## config.mk

```make
export PLATFORM = sky130hd
export DESIGN_NAME = arb_relay
export DESIGN_NICKNAME = d
export VERILOG_FILES = /design/src/rtl/arb_relay_pkg.sv /design/src/rtl/relay_stage.sv /design/src/rtl/relay_own_ctl.sv /design/src/rtl/arb_relay.sv
export SDC_FILE = /design/constraint.sdc
export NUM_CORES = 1
export LEC_CHECK = 0
export BUFFER_PORTS_ARGS = -buffer_cell sky130_fd_sc_hd__buf_2
export CAP_MARGIN = 15
export CORE_AREA = 2 2 39 41
export DETAILED_ROUTE_END_ITERATION = 16
export DIE_AREA = 0 0 41 43
export GPL_ROUTABILITY_DRIVEN = 0
export SYNTH_ARGS = -nofsm -noshare
export SYNTH_HDL_FRONTEND = slang
export SYNTH_SLANG_ARGS = --single-unit
```

## constraint.sdc

```tcl
create_clock -name clk -period 1.3 [get_ports clk]
set_input_delay 0.13 -clock clk [delete_from_list [all_inputs] [get_ports clk]]
set_output_delay 0.13 -clock clk [all_outputs]
set_load 0.05 [all_outputs]
```

## src/rtl/arb_relay_pkg.sv

```systemverilog
package arb_relay_pkg;
  // Pin level for an active-high internal value; the default mode is active low.
  function automatic logic act_to_pin(input logic act, input logic alt);
    return alt ? act : ~act;
  endfunction

  // Active-high internal value for a pin level.
  function automatic logic pin_to_act(input logic pin, input logic alt);
    return alt ? pin : ~pin;
  endfunction
endpackage

```

## src/rtl/relay_stage.sv

```systemverilog
module relay_stage #(
  parameter int W = 1
) (
  input  logic         clk,
  input  logic         rst,
  input  logic         bypass,
  input  logic [W-1:0] d,
  output logic [W-1:0] q
);
  logic [W-1:0] d_q;

  always_ff @(posedge clk) begin
    if (rst) d_q <= '0;
    else     d_q <= d;
  end

  assign q = bypass ? d : d_q;
endmodule

```

## src/rtl/relay_own_ctl.sv

```systemverilog
module relay_own_ctl (
  input  logic clk,
  input  logic rst,
  input  logic int_req,
  input  logic cancel,
  input  logic gnt_act,
  output logic req_hold,
  output logic own_q
);
  logic hold_n, own_n;

  always_comb begin
    if (req_hold) hold_n = ~gnt_act;
    else          hold_n = int_req & ~cancel & ~own_q;
    own_n = gnt_act & (own_q ? int_req : req_hold);
  end

  always_ff @(posedge clk) begin
    if (rst) begin
      req_hold <= 1'b0;
      own_q    <= 1'b0;
    end else begin
      req_hold <= hold_n;
      own_q    <= own_n;
    end
  end
endmodule

```

## src/rtl/arb_relay.sv

```systemverilog
module arb_relay
  import arb_relay_pkg::*;
#(
  parameter int CHAIN_W = 1
) (
  input  logic clk,
  input  logic rst,
  input  logic alt_mode,
  input  logic chain_en,
  input  logic sleep,
  input  logic int_req,
  input  logic stop_req,
  input  logic soft_rst,
  input  logic arb_gnt_pin,
  input  logic dn_req_pin,
  output logic arb_req_pin,
  output logic dn_gnt_pin,
  output logic bus_owned
);
  // Internal events, named for the checker
  logic gnt_act, dn_req_act, arb_req_act, dn_gnt_act;
  logic req_hold, own_q, int_active, cancel;
  logic [CHAIN_W-1:0] fwd_now, fwd_out, dreq_now, dreq_out;

  assign gnt_act    = pin_to_act(arb_gnt_pin, alt_mode);
  assign dn_req_act = pin_to_act(dn_req_pin, alt_mode);
  assign cancel     = stop_req | soft_rst | sleep;

  relay_own_ctl u_own (
    .clk(clk), .rst(rst), .int_req(int_req), .cancel(cancel),
    .gnt_act(gnt_act), .req_hold(req_hold), .own_q(own_q)
  );

  assign int_active = req_hold | own_q;
  assign fwd_now    = {CHAIN_W{gnt_act & ~int_active}};
  assign dreq_now   = {CHAIN_W{chain_en & dn_req_act}};

  relay_stage #(.W(CHAIN_W)) u_gnt_stage (
    .clk(clk), .rst(rst), .bypass(sleep), .d(fwd_now), .q(fwd_out)
  );

  relay_stage #(.W(CHAIN_W)) u_req_stage (
    .clk(clk), .rst(rst), .bypass(sleep), .d(dreq_now), .q(dreq_out)
  );

  assign dn_gnt_act  = chain_en & fwd_out[0];
  assign arb_req_act = int_active | dreq_out[0];

  assign arb_req_pin = act_to_pin(arb_req_act, alt_mode);
  assign dn_gnt_pin  = act_to_pin(dn_gnt_act, alt_mode);
  assign bus_owned   = own_q;
endmodule

```

## Word-level counts from Yosys, hierarchy flattened

Cells that the tools add are included.
W data, S select, Z words.

| operators by class | value |
|---|---|
| bitwise logic cells | 18 |
| mux-type cells | 8 |

Operators with widths:

| operator | count |
|---|---|
| $mux W1 | 8 |
| $not A1 Y1 | 8 |
| $and A1 B1 Y1 | 6 |
| $or A1 B1 Y1 | 4 |

| word-level totals | value |
|---|---|
| output and inout port bits | 3 |
| input bits | 10 |
| register bits | 4 |
| logic and storage cells | 30 |

## Logic depth before layout (Yosys ltp)

Gate-level depths: netlist of run 1.

| depth | value |
|---|---|
| depth after elaboration | 7 |
| depth in mapped cells | 4 |
| gate-level depth less buffers | 3 |

## Hierarchy

Synthesis of run 1 repeated with hierarchy kept, for this count alone.

| unflattened totals | value |
|---|---|
| cell total of the unflattened synthesis | 22 |
| area total of the unflattened synthesis | 230.2 µm² |

Modules (own cells, without submodules):

| module | sequential area each (µm²) | instances | area an instance (µm²) | cells each |
|---|---|---|---|---|
| relay_stage | 20.0 | 2 | 41.3 | 3 |
| relay_own_ctl | 40.0 | 1 | 78.8 | 7 |
| arb_relay | 0.0 | 1 | 68.8 | 9 |

## Least setup slack after synthesis of run 1

Ideal clock, no wire load.

| path | value |
|---|---|
| path type | flip-flop to output port |
| from | register u_own.own_q |
| to | output port dn_gnt_pin |
| cell stages (with the launch flop) | 4 |
| setup slack | -0.571 ns |
| arrival time | 1.741 ns |
| required time | 1.170 ns |
| cells stage by stage | dfxtp_1 or2_1 a21oi_1 o2bb2ai_1 |

| on the way | value |
|---|---|
| cells in the longest elaborated chain, start to end | 7 |

RTL lines:

| item | line | RTL |
|---|---|---|
| start, declared | relay_own_ctl.sv:8 | `output logic own_q` |
| start signal, assigned | relay_own_ctl.sv:24 | `own_q <= own_n;` |
| $or A1 B1 Y1 (*) | arb_relay.sv:34 | `assign int_active = req_hold \| own_q;` |
| $not A1 Y1 (*) | arb_relay.sv:35 | `assign fwd_now = {CHAIN_W{gnt_act & ~int_active}};` |
| $and A1 B1 Y1 (*) | arb_relay.sv:35 |  |
| $mux W1 (*) | relay_stage.sv:17 | `assign q = bypass ? d : d_q;` |
| $and A1 B1 Y1 (*) | arb_relay.sv:46 | `assign dn_gnt_act = chain_en & fwd_out[0];` |
| $not A1 Y1 | arb_relay_pkg.sv:4 | `return alt ? act : ~act;` |
| $mux W1 (*) | arb_relay_pkg.sv:4 |  |
| end, declared | arb_relay.sv:17 | `output logic dn_gnt_pin,` |

Every way passes the cells marked *; elsewhere a longest branch is shown, timed or not.

## Worst setup path in the final report of run 1

| path | value |
|---|---|
| from | register u_own.req_hold |
| to | output port dn_gnt_pin |

| on the way | value |
|---|---|
| cells in the longest elaborated chain, start to end | 7 |

RTL lines:

| item | line | RTL |
|---|---|---|
| start, declared | relay_own_ctl.sv:7 | `output logic req_hold,` |
| start signal, assigned | relay_own_ctl.sv:23 | `req_hold <= hold_n;` |
| $or A1 B1 Y1 (*) | arb_relay.sv:34 |  |
| $not A1 Y1 (*) | arb_relay.sv:35 |  |
| $and A1 B1 Y1 (*) | arb_relay.sv:35 |  |
| $mux W1 (*) | relay_stage.sv:17 |  |
| $and A1 B1 Y1 (*) | arb_relay.sv:46 |  |
| $not A1 Y1 | arb_relay_pkg.sv:4 |  |
| $mux W1 (*) | arb_relay_pkg.sv:4 |  |

Marks and branches as above.

==> results of run 1 <==
-- cells by family after synthesis --
logic type	Yosys count	share of synthesized area, %
xor+xnor	2	9.57
compound gates	8	23.4
simple gates	12	28.2
buf+inv	1	4.31
flops	4	30.6
mux	1	3.83
-- layout make-up --
class | instances | share of cell area [%]
Clock buffer | 4 | 6.34
Timing Repair Buffer | 12 | 17.5
Sequential cell | 4 | 20.5
Multi-Input combinational cell | 23 | 50.8
Tap cell | 16 | 4.83
-- cell usage in the layout (no fill, tap or decap), drive strengths merged --
cell     netlist  routed
clkbuf         0       4
o21ai          1       1
nand2b         1       1
nor4b          1       1
nor3b          1       1
o2bb2ai        1       1
nor2           2       2
o22ai          1       1
o2111a         1       1
a21oi          2       2
nor3           3       3
buf            1      12
xor2           2       2
or2            1       1
a22oi          1       1
mux2i          1       1
nand2          3       3
a211oi         1       1
dfxtp          4       4
-- through the flow --
stage	power (mW)	cell area, um2	utilization (%)	TNS, ns	hold WS, ns
floorplan	0.205	284	-	-0.0158	0.199
global placement	0.235	353	25.5	0	0.343
detailed placement	0.236	353	25.5	0	0.356
CTS	0.423	409	29.6	-0.193	0.109
global route	0.443	414	29.9	-0.290	0.108
finish	0.416	414	29.9	-0.184	0.113
-- how the worst max path moves through the flow --
stage,from,to
floorplan,u_own.own_q,arb_req_pin
global placement,u_own.req_hold,dn_gnt_pin
detailed placement,u_own.req_hold,dn_gnt_pin
CTS,u_own.req_hold,dn_gnt_pin
global route,u_own.req_hold,dn_gnt_pin
finish,u_own.req_hold,dn_gnt_pin
-- repair_timing --
item / in CTS / in global routing
endpoints found under the setup margin: 2 / 2
resized for setup: 8 / 1
buffers inserted: 0 / 0
-- power breakdown --
| group | leakage, nW | internal (mW) | switching, mW |
|---|---|---|---|
| Clock | 0.0150 | 0.115 | 0.0499 |
| Combinational | 0.111 | 0.0506 | 0.0684 |
| Sequential | 0.0340 | 0.127 | 0.00451 |
| Total | 0.160 | 0.293 | 0.123 |
-- layer usage --
metal	vias up	track usage (%)	wire length [um]	share of wire, %
li1	134	-	-	-
met1	122	10.9	252	42
met2	5	10.6	299	50
met3	2	3.14	36	6.0
met4	0	10.0	8	1.3
met5	-	0	0	0
-- sequential cells by signal, summed over array words and instances (netlist names) --
register / cells
u_own.req_hold: 1
u_req_stage.d_q: 1
u_gnt_stage.d_q: 1
u_own.own_q: 1
==> Implementation_results.wiki, run 1 <==
{| class="wikitable"
! Metric !! Value
|-
| Status || complete, but fails checks
|-
| Violated checks || negative setup slack
|-
| Remaining max-slew budget at the tightest pin || 84.1%
|-
| Final setup fails || 2
|-
| Fraction of the yosys area taken by sequential cells || 30.6%
|-
| Post-layout nets || 54
|-
| Std cell rows || 14
|-
| Number of antenna repair diodes || 0
|-
| Area delta synth->final || 58.4%
|-
| WP data arrival || ~1.3 ns
|-
| Clock Sink Count || 4
|-
| Global route total overflow || 0
|-
| Number of fillers in the final layout || 152
|-
| Total nets after synthesis || 38
|-
| Endpoints failing hold || 0
|-
| Number of top-level pins || 13
|-
| Cell area after synthesis || 262 um2
|-
| Delay of the slowest cell on the worst path || 0.34 ns
|-
| Fraction of final layout cells with drive strength greater than 1 || 60.5%
|-
| Max-Cap Viols || 0
|-
| Number of global-route vias before repair || about 250
|-
| Area of combinational cells with multiple inputs || 210 um2
|-
| CP Launch Type || flip-flop
|-
| Post-Place Cells || 55
|-
| Initial Util || 18.9%
|-
| DR WL/cell || 10.1 um
|-
| Final critical delay including setup and external delays || 1.40 ns
|-
| Count of flip-flops with a built-in enable after synthesis || 0
|-
| Pleak || 0.160 nW
|-
| First-pass GRT wire length || 1.00 mm
|-
| Max Slew Vio Count || 0
|-
| Area share of the largest cell type after synthesis || 30.6%
|-
| Most common cell in the netlist || sky130_fd_sc_hd__dfxtp_1
|-
| DRT iter0 DRCs || 2
|-
| Worst reg2reg endpoint || u_gnt_stage.d_q
|-
| Worst-path maximum fanout || 4
|-
| Final Instance Count excl. Fillers || 59
|-
| Worst slack at placement || 0.0185 ns
|-
| Cells traversed along the worst timing path || or2_4 > o22ai_2 > o2bb2ai_2 > buf_6
|-
| Clock transition time at the flip-flop clock pins of the worst setup and hold paths || 0.04 ns
|-
| Total Routed Length || 597 um
|-
| Clock tree skew after final layout || 0.00109 ns
|-
| Min setup slack post-route || -0.104 ns
|-
| Reg2reg setup slack || 0.45 ns
|-
| Maximum vdd drop || 0.000378 V
|-
| Startpoint of the lowest-slack hold path || rst
|-
| Syn. warnings || 0
|-
| Post-Syn Instances || 28
|-
| FFs w/ async S/R, synth || 0%
|-
| Capture endpoint of the worst hold path || u_own.req_hold
|-
| Die boundary height || roughly 43 um
|-
| Sum of buffers and inverters on the critical path || 1
|-
| DRC viols || 0
|-
| Worst hold path depth || 2
|-
| Number of antenna violations at the first check in global routing || 0
|-
| Critical path capture point type || output port
|-
| Via density || between 4 and 5
|-
| Number of hold buffers added after CTS || 0
|-
| Flop and latch count out of synthesis || 4
|-
| TritonCTS clock tree || built
|-
| Launching point of the worst reg2reg path || u_own.req_hold
|-
| Core Footprint || between 0.001 and 0.0015 mm2
|-
| Largest net degree at the start of global routing || 9
|-
| Top area cells in the synthesized netlist || sky130_fd_sc_hd__dfxtp_1, sky130_fd_sc_hd__xor2_2, sky130_fd_sc_hd__nor4b_2, sky130_fd_sc_hd__a211oi_2, sky130_fd_sc_hd__buf_6
|-
| Library cell occupying the most area in the post-synthesis netlist || sky130_fd_sc_hd__dfxtp_1
|-
| Router iterations before antenna repair || 3
|-
| Top cell types by occurrence after synthesis || sky130_fd_sc_hd__dfxtp_1, sky130_fd_sc_hd__nand2_1, sky130_fd_sc_hd__a21oi_1, sky130_fd_sc_hd__nor2_1, sky130_fd_sc_hd__nor3_1
|-
| Required @ worst endpoint || 1.17 ns
|-
| Total number of cells along the worst setup path || 4
|-
| Primary flip-flop cell chosen by synthesis mapping || sky130_fd_sc_hd__dfxtp_1
|-
| Seq. cell area || ~85 um2
|-
| Slew of the pin with the lowest slew margin || 0.238 ns
|-
| Cell type of the slowest stage on the worst timing path || sky130_fd_sc_hd__dfxtp_2
|-
| Latest clock arrival within the worst-skew pair || 0.23 ns
|-
| Synth Area per Inst || between 9 and 10 um2
|-
| Cells on worst reg2reg path || 2
|-
| Kind of path behind the tightest hold check || in2reg
|-
| Horizontal die dimension || slightly above 40 um
|-
| Antenna violation net count after detailed routing || 0
|-
| Number of H-tree levels || 1
|-
| TritonCTS Buffers || 3
|-
| Setup repair after global routing missed its margin || true
|-
| Cell at the root of the clock tree || sky130_fd_sc_hd__clkbuf_4
|-
| Type of the worst setup path || reg2out
|-
| Final worst-path cycle share || 108%
|-
| Maximum operating frequency || 712 MHz
|-
| Max Buffers Root-to-Sink || 2
|-
| Count of vias placed by the detailed router || 263
|-
| GRT Overall Usage || 8.94%
|-
| Power per unit of standard cell area || approximately 1000 mW/mm2
|-
| Family of cells with the greatest summed delay on the critical path || flip-flops
|-
| Number of port buffers || 12
|-
| Cell variety after synth || 20
|-
| Total half-perimeter wirelength after legalization and detailed placement || 487 um
|-
| Overall die area || around 0.0018 mm2
|}
No activity file was read; power rests on OpenSTA's default activity.
==> run 2, diff against run 1 <==
--- a/config.mk
+++ b/config.mk
@@ -5,7 +5,7 @@
 export SDC_FILE = /design/constraint.sdc
 export NUM_CORES = 1
 export LEC_CHECK = 0
-export BUFFER_PORTS_ARGS = -buffer_cell sky130_fd_sc_hd__buf_2
+export BUFFER_PORTS_ARGS = -buffer_cell sky130_fd_sc_hd__buf_4
 export CAP_MARGIN = 15
 export CORE_AREA = 2 2 39 41
 export DETAILED_ROUTE_END_ITERATION = 16
==> constraint.sdc (replaced) <==
create_clock -name clk -period 1.5 [get_ports clk]
set_input_delay 0.15 -clock clk [delete_from_list [all_inputs] [get_ports clk]]
set_output_delay 0.15 -clock clk [all_outputs]
set_load 0.05 [all_outputs]
==> Implementation_results.wiki, run 2 (synthesized netlist as in run 1, its figures left out) <==
{| class="wikitable"
! Metric !! Value
|-
| Maximum vdd drop || 0.000643 V (was 0.000378 V)
|-
| Number of global-route vias before repair || 228 (was 249)
|-
| Max Buffers Root-to-Sink || 2 (unchanged)
|-
| Area of combinational cells with multiple inputs || 201 um2 (was 210 um2)
|-
| Router iterations before antenna repair || 2 (was 3)
|-
| Final critical delay including setup and external delays || 1.43 ns
|-
| Worst-path maximum fanout || 4 (unchanged)
|-
| Sw Pwr || 0.100 mW (was 0.123 mW)
|-
| Slew of the pin with the lowest slew margin || 0.233 ns (was 0.238 ns)
|-
| WP data arrival || 1.28 ns (was 1.27 ns)
|-
| Pleak || 0.162 nW (was 0.160 nW)
|-
| Die boundary height || 43 um (unchanged)
|-
| DRT iter0 DRCs || 7 (was 2)
|-
| Clock share of power || 36.5% (was 39.7%)
|-
| Endpoints failing hold || 0 (unchanged)
|-
| CP Launch Type || flip-flop (unchanged)
|-
| Proportion of power drawn by flip-flops and latches || 33.1% (was 31.7%)
|-
| Total Routed Length || 600 um (was 597 um)
|-
| DRC viols || 0 (unchanged)
|-
| Post-placement cell area || 375 um2 (was 353 um2)
|-
| Antenna violation net count after detailed routing || 0 (unchanged)
|-
| Most common library cell in the layout ignoring fill and taps || sky130_fd_sc_hd__buf_4 (was sky130_fd_sc_hd__buf_2)
|-
| Required @ worst endpoint || 1.35 ns (was 1.17 ns)
|-
| Worst slack at placement || 0.282 ns (was 0.0185 ns)
|-
| Final setup fails || 0 (was 2)
|-
| Total number of cells along the worst setup path || 4 (unchanged)
|-
| Number of antenna repair diodes || 0 (unchanged)
|-
| Number of antenna violations at the first check in global routing || 0 (unchanged)
|-
| Largest net degree at the start of global routing || 9 (unchanged)
|-
| Initial Util || 18.9% (unchanged)
|-
| Seq. cell area || 81.3 um2 (was 85.1 um2)
|-
| Cells on worst reg2reg path || 2 (unchanged)
|-
| Total internal power || 0.249 mW (was 0.293 mW)
|-
| Remaining max-slew budget at the tightest pin || 84.5% (was 84.1%)
|-
| Latest clock arrival within the worst-skew pair || 0.23 ns (about the same)
|-
| Type of the worst setup path || reg2out (unchanged)
|-
| Number of port buffers || 12 (unchanged)
|-
| DR WL/cell || 10.3 um (was 10.1 um)
|-
| Number of H-tree levels || 1 (unchanged)
|-
| Post-layout nets || 54 (unchanged)
|-
| Number of fillers in the final layout || 152 (unchanged)
|-
| Family of cells with the greatest summed delay on the critical path || simple AND/OR/NAND/NOR gates (was flip-flops)
|-
| Count of vias placed by the detailed router || 260 (was 263)
|-
| Post-route cell area || 419 um2 (was 414 um2)
|-
| Clock tree skew after final layout || 0.000951 ns (was 0.00109 ns)
|-
| Power per unit of standard cell area || 834 mW/mm2 (was 1000 mW/mm2)
|-
| Setup repair after global routing missed its margin || false (was true)
|-
| Kind of path behind the tightest hold check || in2reg (unchanged)
|-
| Fraction of final layout cells with drive strength greater than 1 || 57.1% (was 60.5%)
|-
| Min setup slack post-route || 0.0672 ns (was -0.104 ns)
|-
| Max Slew Vio Count || 0 (unchanged)
|-
| Area delta synth->final || 60.3% (was 58.4%)
|-
| Number of top-level pins || 13 (unchanged)
|-
| Worst hold path depth || 2 (unchanged)
|-
| Setup Buffers After CTS || 0 (unchanged)
|-
| Total half-perimeter wirelength after legalization and detailed placement || 475 um (was 487 um)
|-
| Final worst-path cycle share || 95.5%
|-
| Sw Ratio || 28.6% (was 29.5%)
|-
| Clock transition time at the flip-flop clock pins of the worst setup and hold paths || 0.03 ns (was 0.04 ns)
|-
| Std cell rows || 14 (unchanged)
|-
| TritonCTS clock tree || built (unchanged)
|-
| TritonCTS Buffers || 3 (unchanged)
|-
| Via density || 4.48 (was 4.46)
|-
| Core Footprint || 0.00138 mm2 (unchanged)
|-
| Setup Total Neg Slack || 0 ns (was -0.184 ns)
|-
| Reg2reg setup slack || 0.64 ns (was 0.45 ns)
|-
| Maximum operating frequency || around 700 MHz
|-
| Combinational group share of total power || 30.4% (was 28.6%)
|-
| Status || complete, no violations (was complete, but fails checks)
|-
| Cell at the root of the clock tree || sky130_fd_sc_hd__clkbuf_4 (unchanged)
|-
| GRT Overall Usage || 7.85% (was 8.94%)
|-
| Max-Cap Viols || 0 (unchanged)
|-
| Critical path capture point type || output port (unchanged)
|-
| Delay of the slowest cell on the worst path || 0.33 ns (was 0.34 ns)
|-
| Global route total overflow || 0 (unchanged)
|-
| Clock Sink Count || 4 (unchanged)
|-
| Sum of buffers and inverters on the critical path || 1 (unchanged)
|-
| Cell type of the slowest stage on the worst timing path || sky130_fd_sc_hd__dfxtp_1 (was sky130_fd_sc_hd__dfxtp_2)
|-
| Horizontal die dimension || 41 um (unchanged)
|-
| First-pass GRT wire length || 903 um (was 1.00 mm)
|-
| Cells traversed along the worst timing path || or2_4 > nor3_4 > a211oi_4 > buf_4 (was or2_4 > o22ai_2 > o2bb2ai_2 > buf_6)
|-
| Commonest cells after routing, fill and taps aside || sky130_fd_sc_hd__buf_4, sky130_fd_sc_hd__nand2_1, sky130_fd_sc_hd__clkbuf_4, sky130_fd_sc_hd__dfxtp_1 (was sky130_fd_sc_hd__buf_2, sky130_fd_sc_hd__nand2_1, sky130_fd_sc_hd__clkbuf_4)
|-
| Minimum hold slack || 0.112 ns (was 0.113 ns)
|-
| Overall die area || 0.00176 mm2 (unchanged)
|}
run 2: changes by cell type in the layout (fill, tap and decap cells not counted), sizes merged:
cell / delta
clkbuf: -1
run 2: area by class of cell:
class	instances	share of cell area [%]
Multi-Input combinational cell	23	48.1
Timing Repair Buffer	12	22.4
Sequential cell	4	19.4
Clock buffer	3	5.37
Tap cell	16	4.78
run 2: through the flow:
stage	instances	utilization (%)	total power, mW
floorplan	28	-	0.179
global placement	55	27.1	0.216
detailed placement	55	27.1	0.216
CTS	58	28.8	0.350
global route	58	30.3	0.374
finish	58	30.3	0.349
run 2: power by group through the flow:
stage | logic (mW) | registers (mW) | clock network [mW]
2_1_floorplan | 0.0620 | 0.117 | 0
3_3_place_gp | 0.0995 | 0.116 | 0
3_5_place_dp | 0.0998 | 0.116 | 0
4_1_cts | 0.0999 | 0.115 | 0.135
5_1_grt | 0.113 | 0.116 | 0.145
6_report | 0.106 | 0.116 | 0.128
run 2: repair_timing:
action,in CTS,in global routing
endpoints found under the setup margin,0,2
hold buffers,0,0
resized for setup,0,5
run 2: final timing paths:
path	startpoint	endpoint
hold reg to reg	u_own.req_hold	u_own.own_q
setup reg to reg	u_own.req_hold	u_gnt_stage.d_q
hold / removal	rst	u_own.req_hold
setup / recovery	u_own.req_hold	arb_req_pin
run 2: routing by layer:
metal | global-route usage (%) | part of all wire (%) | up-vias
met2 | 10.0 | 44 | 9
li1 | - | - | 133
met4 | 2.00 | 0 | 0
met5 | 0 | 0 | -
met1 | 10.0 | 48 | 118
met3 | 6.28 | 7.7 | 0
